$ cat src/rtl/kstat_i2c_pkg.sv
package kstat_i2c_pkg;
  typedef enum logic [2:0] {
    S_IDLE,
    S_ADDR,
    S_AACK,
    S_TX,
    S_MACK,
    S_HOLD
  } rd_state_e;

  localparam logic [6:0] DEFAULT_DEV_ADDR = 7'b1010111;
endpackage

$ cat src/rtl/kstat_sync.sv
module kstat_sync #(
  parameter int STAGES = 2
) (
  input  logic clk,
  input  logic rst_n,
  input  logic in_i,
  output logic level_o,
  output logic rise_o,
  output logic fall_o
);
  logic [STAGES-1:0] chain;
  logic              prev;

  // bus lines idle high, so every stage resets to 1
  always_ff @(posedge clk or negedge rst_n) begin
    if (!rst_n) begin
      chain <= '1;
      prev  <= 1'b1;
    end else begin
      chain <= {chain[STAGES-2:0], in_i};
      prev  <= chain[STAGES-1];
    end
  end

  assign level_o = chain[STAGES-1];
  assign rise_o  = chain[STAGES-1] & ~prev;
  assign fall_o  = ~chain[STAGES-1] & prev;
endmodule

$ cat src/rtl/kstat_cond.sv
module kstat_cond (
  input  logic scl_lvl_i,
  input  logic sda_rise_i,
  input  logic sda_fall_i,
  output logic start_o,
  output logic stop_o
);
  // data edges while the clock is high are bus conditions, not data
  assign start_o = scl_lvl_i & sda_fall_i;
  assign stop_o  = scl_lvl_i & sda_rise_i;
endmodule

$ cat src/rtl/kstat_tx.sv
module kstat_tx #(
  parameter int KEY_W = 16
) (
  input  logic             clk,
  input  logic             rst_n,
  input  logic             load_i,
  input  logic             next_i,
  input  logic             shift_i,
  input  logic [KEY_W-1:0] keys_i,
  input  logic             wide_i,
  output logic             msb_o,
  output logic             second_o,
  output logic             next_msb_o,
  output logic             more_o
);
  localparam int BYTES = KEY_W / 8;
  localparam int IDXW  = (BYTES > 1) ? $clog2(BYTES) + 1 : 1;

  logic [KEY_W-1:0] snap;
  logic [IDXW-1:0]  idx;
  logic [IDXW-1:0]  last;
  logic [7:0]       sh;
  logic [7:0]       upcoming;

  // byte k: key 8k in bit 7 down to key 8k+7 in bit 0
  function automatic logic [7:0] pick(input logic [KEY_W-1:0] v, input int k);
    logic [7:0] r;
    r = 8'hFF;
    if (k < BYTES) begin
      for (int j = 0; j < 8; j++) r[7-j] = v[k*8+j];
    end
    return r;
  endfunction

  always_comb upcoming = pick(snap, int'(idx) + 1);

  always_ff @(posedge clk or negedge rst_n) begin
    if (!rst_n) begin
      snap <= '0;
      idx  <= '0;
      last <= '0;
      sh   <= 8'hFF;
    end else if (load_i) begin
      snap <= keys_i;
      idx  <= '0;
      last <= wide_i ? IDXW'(BYTES - 1) : '0;
      sh   <= pick(keys_i, 0);
    end else if (next_i) begin
      idx  <= idx + 1'b1;
      sh   <= upcoming;
    end else if (shift_i) begin
      sh   <= {sh[6:0], 1'b1};
    end
  end

  assign msb_o      = sh[7];
  assign second_o   = sh[6];
  assign next_msb_o = upcoming[7];
  assign more_o     = (idx != last);
endmodule

$ cat src/rtl/kstat_fsm.sv
module kstat_fsm
  import kstat_i2c_pkg::*;
#(
  parameter logic [6:0] DEV_ADDR = DEFAULT_DEV_ADDR
) (
  input  logic      clk,
  input  logic      rst_n,
  input  logic      scl_rise_i,
  input  logic      scl_fall_i,
  input  logic      sda_lvl_i,
  input  logic      start_i,
  input  logic      stop_i,
  input  logic      tx_msb_i,
  input  logic      tx_second_i,
  input  logic      tx_next_msb_i,
  input  logic      tx_more_i,
  output logic      load_o,
  output logic      next_o,
  output logic      shift_o,
  output logic      pull_o,
  output logic      busy_o,
  output rd_state_e state_o
);
  localparam logic [7:0] READ_BYTE = {DEV_ADDR, 1'b1};

  rd_state_e  state, nstate;
  logic [3:0] cnt, ncnt;
  logic [7:0] addr_sr, naddr;
  logic       macked, nmacked;
  logic       pull, npull;

  always_comb begin
    nstate  = state;
    ncnt    = cnt;
    naddr   = addr_sr;
    nmacked = macked;
    npull   = pull;
    load_o  = 1'b0;
    next_o  = 1'b0;
    shift_o = 1'b0;
    if (stop_i) begin
      nstate = S_IDLE;
      npull  = 1'b0;
    end else if (start_i) begin
      nstate = S_ADDR;
      ncnt   = '0;
      npull  = 1'b0;
    end else begin
      unique case (state)
        S_ADDR: begin
          if (scl_rise_i) begin
            naddr = {addr_sr[6:0], sda_lvl_i};
            ncnt  = cnt + 4'd1;
          end else if (scl_fall_i && cnt == 4'd8) begin
            if (addr_sr == READ_BYTE) begin
              nstate = S_AACK;
              npull  = 1'b1;
              load_o = 1'b1;
            end else begin
              nstate = S_HOLD;
            end
          end
        end
        S_AACK: begin
          if (scl_fall_i) begin
            nstate = S_TX;
            ncnt   = '0;
            npull  = ~tx_msb_i;
          end
        end
        S_TX: begin
          if (scl_fall_i) begin
            if (cnt == 4'd7) begin
              nstate = S_MACK;
              npull  = 1'b0;
            end else begin
              shift_o = 1'b1;
              npull   = ~tx_second_i;
              ncnt    = cnt + 4'd1;
            end
          end
        end
        S_MACK: begin
          if (scl_rise_i) begin
            nmacked = ~sda_lvl_i;
          end else if (scl_fall_i) begin
            if (macked && tx_more_i) begin
              nstate = S_TX;
              next_o = 1'b1;
              ncnt   = '0;
              npull  = ~tx_next_msb_i;
            end else begin
              nstate = S_HOLD;
            end
          end
        end
        default: ;
      endcase
    end
  end

  always_ff @(posedge clk or negedge rst_n) begin
    if (!rst_n) begin
      state   <= S_IDLE;
      cnt     <= '0;
      addr_sr <= '0;
      macked  <= 1'b0;
      pull    <= 1'b0;
    end else begin
      state   <= nstate;
      cnt     <= ncnt;
      addr_sr <= naddr;
      macked  <= nmacked;
      pull    <= npull;
    end
  end

  assign pull_o  = pull;
  assign busy_o  = (state != S_IDLE);
  assign state_o = state;
endmodule

$ cat src/rtl/kstat_i2c_rd.sv
module kstat_i2c_rd
  import kstat_i2c_pkg::*;
#(
  parameter int         KEY_W       = 16,
  parameter int         SYNC_STAGES = 2,
  parameter logic [6:0] DEV_ADDR    = DEFAULT_DEV_ADDR
) (
  input  logic             clk,
  input  logic             rst_n,
  input  logic             scl_i,
  input  logic             sda_i,
  input  logic [KEY_W-1:0] keys_i,
  input  logic             wide_i,
  output logic             sda_pull_o,
  output logic             busy_o
);
  logic      scl_lvl, scl_rise, scl_fall;
  logic      sda_lvl, sda_rise, sda_fall;
  logic      start_det, stop_det;
  logic      tx_msb, tx_second, tx_next_msb, tx_more;
  logic      ld, nxt, shf;
  rd_state_e state;

  kstat_sync #(.STAGES(SYNC_STAGES)) u_scl (
    .clk(clk), .rst_n(rst_n), .in_i(scl_i),
    .level_o(scl_lvl), .rise_o(scl_rise), .fall_o(scl_fall)
  );

  kstat_sync #(.STAGES(SYNC_STAGES)) u_sda (
    .clk(clk), .rst_n(rst_n), .in_i(sda_i),
    .level_o(sda_lvl), .rise_o(sda_rise), .fall_o(sda_fall)
  );

  kstat_cond u_cond (
    .scl_lvl_i(scl_lvl), .sda_rise_i(sda_rise), .sda_fall_i(sda_fall),
    .start_o(start_det), .stop_o(stop_det)
  );

  kstat_tx #(.KEY_W(KEY_W)) u_tx (
    .clk(clk), .rst_n(rst_n), .load_i(ld), .next_i(nxt), .shift_i(shf),
    .keys_i(keys_i), .wide_i(wide_i),
    .msb_o(tx_msb), .second_o(tx_second), .next_msb_o(tx_next_msb),
    .more_o(tx_more)
  );

  kstat_fsm #(.DEV_ADDR(DEV_ADDR)) u_fsm (
    .clk(clk), .rst_n(rst_n),
    .scl_rise_i(scl_rise), .scl_fall_i(scl_fall), .sda_lvl_i(sda_lvl),
    .start_i(start_det), .stop_i(stop_det),
    .tx_msb_i(tx_msb), .tx_second_i(tx_second),
    .tx_next_msb_i(tx_next_msb), .tx_more_i(tx_more),
    .load_o(ld), .next_o(nxt), .shift_o(shf),
    .pull_o(sda_pull_o), .busy_o(busy_o), .state_o(state)
  );
endmodule

$ cat config.mk
export PLATFORM = sky130hd
export DESIGN_NAME = kstat_i2c_rd
export DESIGN_NICKNAME = d
export VERILOG_FILES = /design/src/rtl/kstat_i2c_pkg.sv /design/src/rtl/kstat_sync.sv /design/src/rtl/kstat_cond.sv /design/src/rtl/kstat_tx.sv /design/src/rtl/kstat_fsm.sv /design/src/rtl/kstat_i2c_rd.sv
export SDC_FILE = /design/constraint.sdc
export NUM_CORES = 1
export LEC_CHECK = 0
export BUFFER_PORTS_ARGS = -buffer_cell sky130_fd_sc_hd__clkbuf_2
export CAP_MARGIN = 40
export CORE_MARGIN = 5
export CORE_UTILIZATION = 28
export DETAILED_ROUTE_END_ITERATION = 8
export PLACE_DENSITY = 0.51
export RECOVER_POWER = 50
export SLEW_MARGIN = 0
export SYNTH_ARGS = -nofsm -noshare
export SYNTH_HDL_FRONTEND = slang
export SYNTH_HIERARCHICAL = 1
export SYNTH_SLANG_ARGS = --single-unit
$ cat constraint.sdc
create_clock -name clk -period 2.1 [get_ports clk]
set_input_delay 0.105 -clock clk [delete_from_list [all_inputs] [get_ports clk]]
set_output_delay 0.105 -clock clk [all_outputs]
set_load 0.05 [all_outputs]
==> results.txt <==
Class of the worst hold path: in2reg. The clock arrives with 0.0150 ns of skew. The final standard cell utilization of the core is 0.375. Routing layer with the top usage in global route: met2.

The die span in y is 108 um, and the time the worst path needs with I/O delays and setup is 2.06 ns. The first-pass GRT wire length came out at 10400 um. The analysis attributes to cell leakage a power of 1.52 nW. STA classifies the critical path endpoint as a flop. The post-placement worst setup slack is -0.0471 ns, and the synthesized area is 2670 um2. Setup repair after global routing could not meet its margin everywhere. Number of global-route vias before repair: 2062. The transition at the pin with the smallest max-transition slack is 0.723 ns, and the global-route met1 utilization is 0.154.

The area share of the leading cell type in the synthesized netlist was 0.338. Using the TritonRoute via totals, the vias-per-cell ratio works out to 4.81. Yosys mapped a number of flops with a built-in enable equal to 0.

By count the netlist is led by dfrtp_1, nor2_1, inv_1. For this design the ratio of total power to cell area is 767 nW/um2. The effective utilization at floorplan was 0.288. The primary flip-flop cell chosen by synthesis mapping is dfrtp_1. TritonCTS built the clock tree. The floorplan step defined a die boundary enclosing 11600 um2. The biggest area consumer among synthesized cells is dfrtp_1.

The pre-antenna-repair detailed-routing pass consisted of 4 iterations. The average cell area after synthesis works out to 10.8 um2. The worst setup path is launched from a flop.

The count of state elements after synthesis was 50; the vias after detailed routing was 2069. The tools report the non-filler instance count after layout as 430. For the overall fraction of global-route tracks in use, the log shows 0.112. The critical path class is reg2reg.

By area the synthesized netlist is led by dfrtp_1, dfstp_2, mux2_1. Counting every sink on the clock net gives 50. The clock transition at the registers of the reported paths was 0.10 ns. At the end of routability-driven placement, the weighted congestion stood at 0.833. Compared with the post-synthesis result, the final layout area differs by 30.0%. Summed over all layers, the routed wires come to 6270 um. The number of distinct standard cells referenced by the synthesized netlist is 58. The post-synthesis instance total was 246; the clock insertion delay at the later pin of the skew report was 0.31 ns. The most repeated cell in the gate-level netlist after synthesis is dfrtp_1. Counting every net in the synthesized netlist gives 270. The detailed router finished its first iteration with 126 violations. VDD sags by at most 0.364 mV.

The tool flagged a number of max-cap violations equal to 0. The total global routing overflow was 0. The die width was 108 um.

In the final design database the tool counted 324 nets. The logs give 0.0362 ns for the final worst setup slack and 0 for the post-detailed-route count of antenna-violating nets. The run finished with clean final reports.

The count of final max-slew check failures came out at 0. The H-tree generated during clock tree synthesis spans 2 levels. The logs give 0.476 for the share of synthesized area occupied by flip-flops and latches and 407 for the cell count after placement.

The tree is rooted in a clkbuf_8. The tools report the met3 layer usage reported by global route as 0.0228. The tools report the relative max-transition margin as 0.518. The cell area reported after detailed placement was 3060 um2; the fraction of layout instances using a drive strength above 1 was 0.405. After detailed routing, the average wire length per cell comes to 14.6 um.

The logs give 0.169 for the global routing usage on met2 and 30 for the largest net degree at the start of global routing. The count of boundary I/O pins came out at 23. The run gives 0 as the initial antenna violation count.

The post-route fraction of the period consumed by the critical path was 0.983; the summed negative setup slack over all endpoints was 0 ns. The repair_antennas step left the layout with diodes totalling 0. The finished cells cover 3460 um2. The count of synthesis-stage warnings from yosys was 6. The largest buffer count on any clock path is 2. The initialized floorplan defines 35 standard-cell rows. In the routed design, unresolved DRC markers number 0. Data on the critical path is required at its endpoint by 2.30 ns. The share of synthesized flip-flops with an asynchronous set or reset was 1.00. At the worst endpoint, the arrival time is 2.27 ns.

Setup violations remaining at the end of the flow were counted as 0. Summed over all nets, the half-perimeter wirelength after detailed placement is 4170 um. Port buffering added 22 buffers. The largest fanout on the critical path was 7; the timing-limited maximum frequency was 485 MHz. Counting the buffers created by CTS gives 5.

The number of hold violations in the final report is 0. In this run the standard cell core region covers 9240 um2.
-- critical path, stage by stage, from the launching register on --
cell and delay (ns):
dfstp_2 0.54, and2b_2 0.21, and2_4 0.14, or2_4 0.26, nor3_4 0.19, buf_6 0.19, buf_12 0.14, mux2_4 0.30
-- metrics by stage --
stage	power [mW]	hold WS, ns
CTS	2.64	0.00309
finish	2.66	0.0268
global placement	2.04	0.195
detailed placement	2.04	0.194
global route	2.84	0.0133
floorplan	1.78	-0.191
-- cell usage in the layout, fill, tap and decap left out, types with 8 or more instances in the layout --
cell type	count
dfrtp_1	36
clkbuf_2	22
buf_4	21
inv_1	16
nor2_1	16
dfstp_2	14
nand2_1	11
mux2i_1	11
mux2_4	11
mux2_2	10
dlygate4sd3_1	9
o21ai_0	9
a31oi_1	9
a211o_1	8
-- where the power goes --
| part | total [mW] | leakage (nW) | switching, mW | internal [mW] |
|---|---|---|---|---|
| logic | 0.908 | 0.881 | 0.474 | 0.434 |
| registers | 1.18 | 0.592 | 0.0927 | 1.09 |
| clock network | 0.567 | 0.0456 | 0.329 | 0.238 |
-- layout make-up --
type                            instances  area [um2]
Clock buffer                            6        72.6
Timing Repair Buffer                   59         503
Clock inverter                          2        13.8
Multi-Input combinational cell        167        1380
Sequential cell                        50        1270
Fill cell                             907        5780
Inverter                               17        63.8
Tap cell                              129         161
-- cells by family (layout without fill, tap and decap cells) --
family	count (synthesis)	after routing	synth area share
and+or+nand+nor	75	76	0.165
AOI/OAI and AO/OA	53	53	0.150
DFF	50	50	0.476
muxes	32	32	0.130
buffers and inverters	30	84	0.0545
adders and majority gates	3	3	0.0141
xor gates and xnor gates	3	3	0.00986
-- registers in the layout, indices dropped and copies added (netlist names), 2 cells and up --
| signal | flops |
|---|---|
| u_tx/snap | 16 |
| u_fsm/addr_sr | 8 |
| u_tx/idx | 2 |
| u_sda/chain | 2 |
| u_tx/sh | 8 |
| u_fsm/cnt | 4 |
| u_fsm/state_o | 3 |
| u_scl/chain | 2 |
-- metal layers --
layer,up-vias,wire (um)
li1,1003,-
met1,1026,2960
met2,31,2980
met3,9,221
met4,0,113
met5,-,0
-- path summary, 6_finish.rpt --
check                      slack [ns]  cells past startpoint          endpoint      startpoint
setup / recovery                 0.04                      7     u_tx/snap[10]  u_sda/chain[1]
hold / removal                   0.03                      2     u_tx/snap[14]      keys_i[14]
setup reg to reg                 0.04                      7     u_tx/snap[10]  u_sda/chain[1]
hold reg to reg                  0.36                      0    u_sda/chain[1]  u_sda/chain[0]
max in group asynchronous        0.99                      3        u_tx/sh[1]           rst_n
min in group asynchronous        0.38                      2  u_fsm/addr_sr[5]           rst_n
-- what timing repair did --
| item | in CTS | in global routing |
|---|---|---|
| endpoints found under the setup margin | 13 | 25 |
| pin swaps | 0 | 11 |
| cloned | 1 | 3 |
| buffers inserted | 0 | 2 |
| endpoints found under the hold margin | 28 | 0 |
| hold buffers | 9 | 0 |
| gates resized for setup | 3 | 28 |
Power figures use the tool's default switching activity.
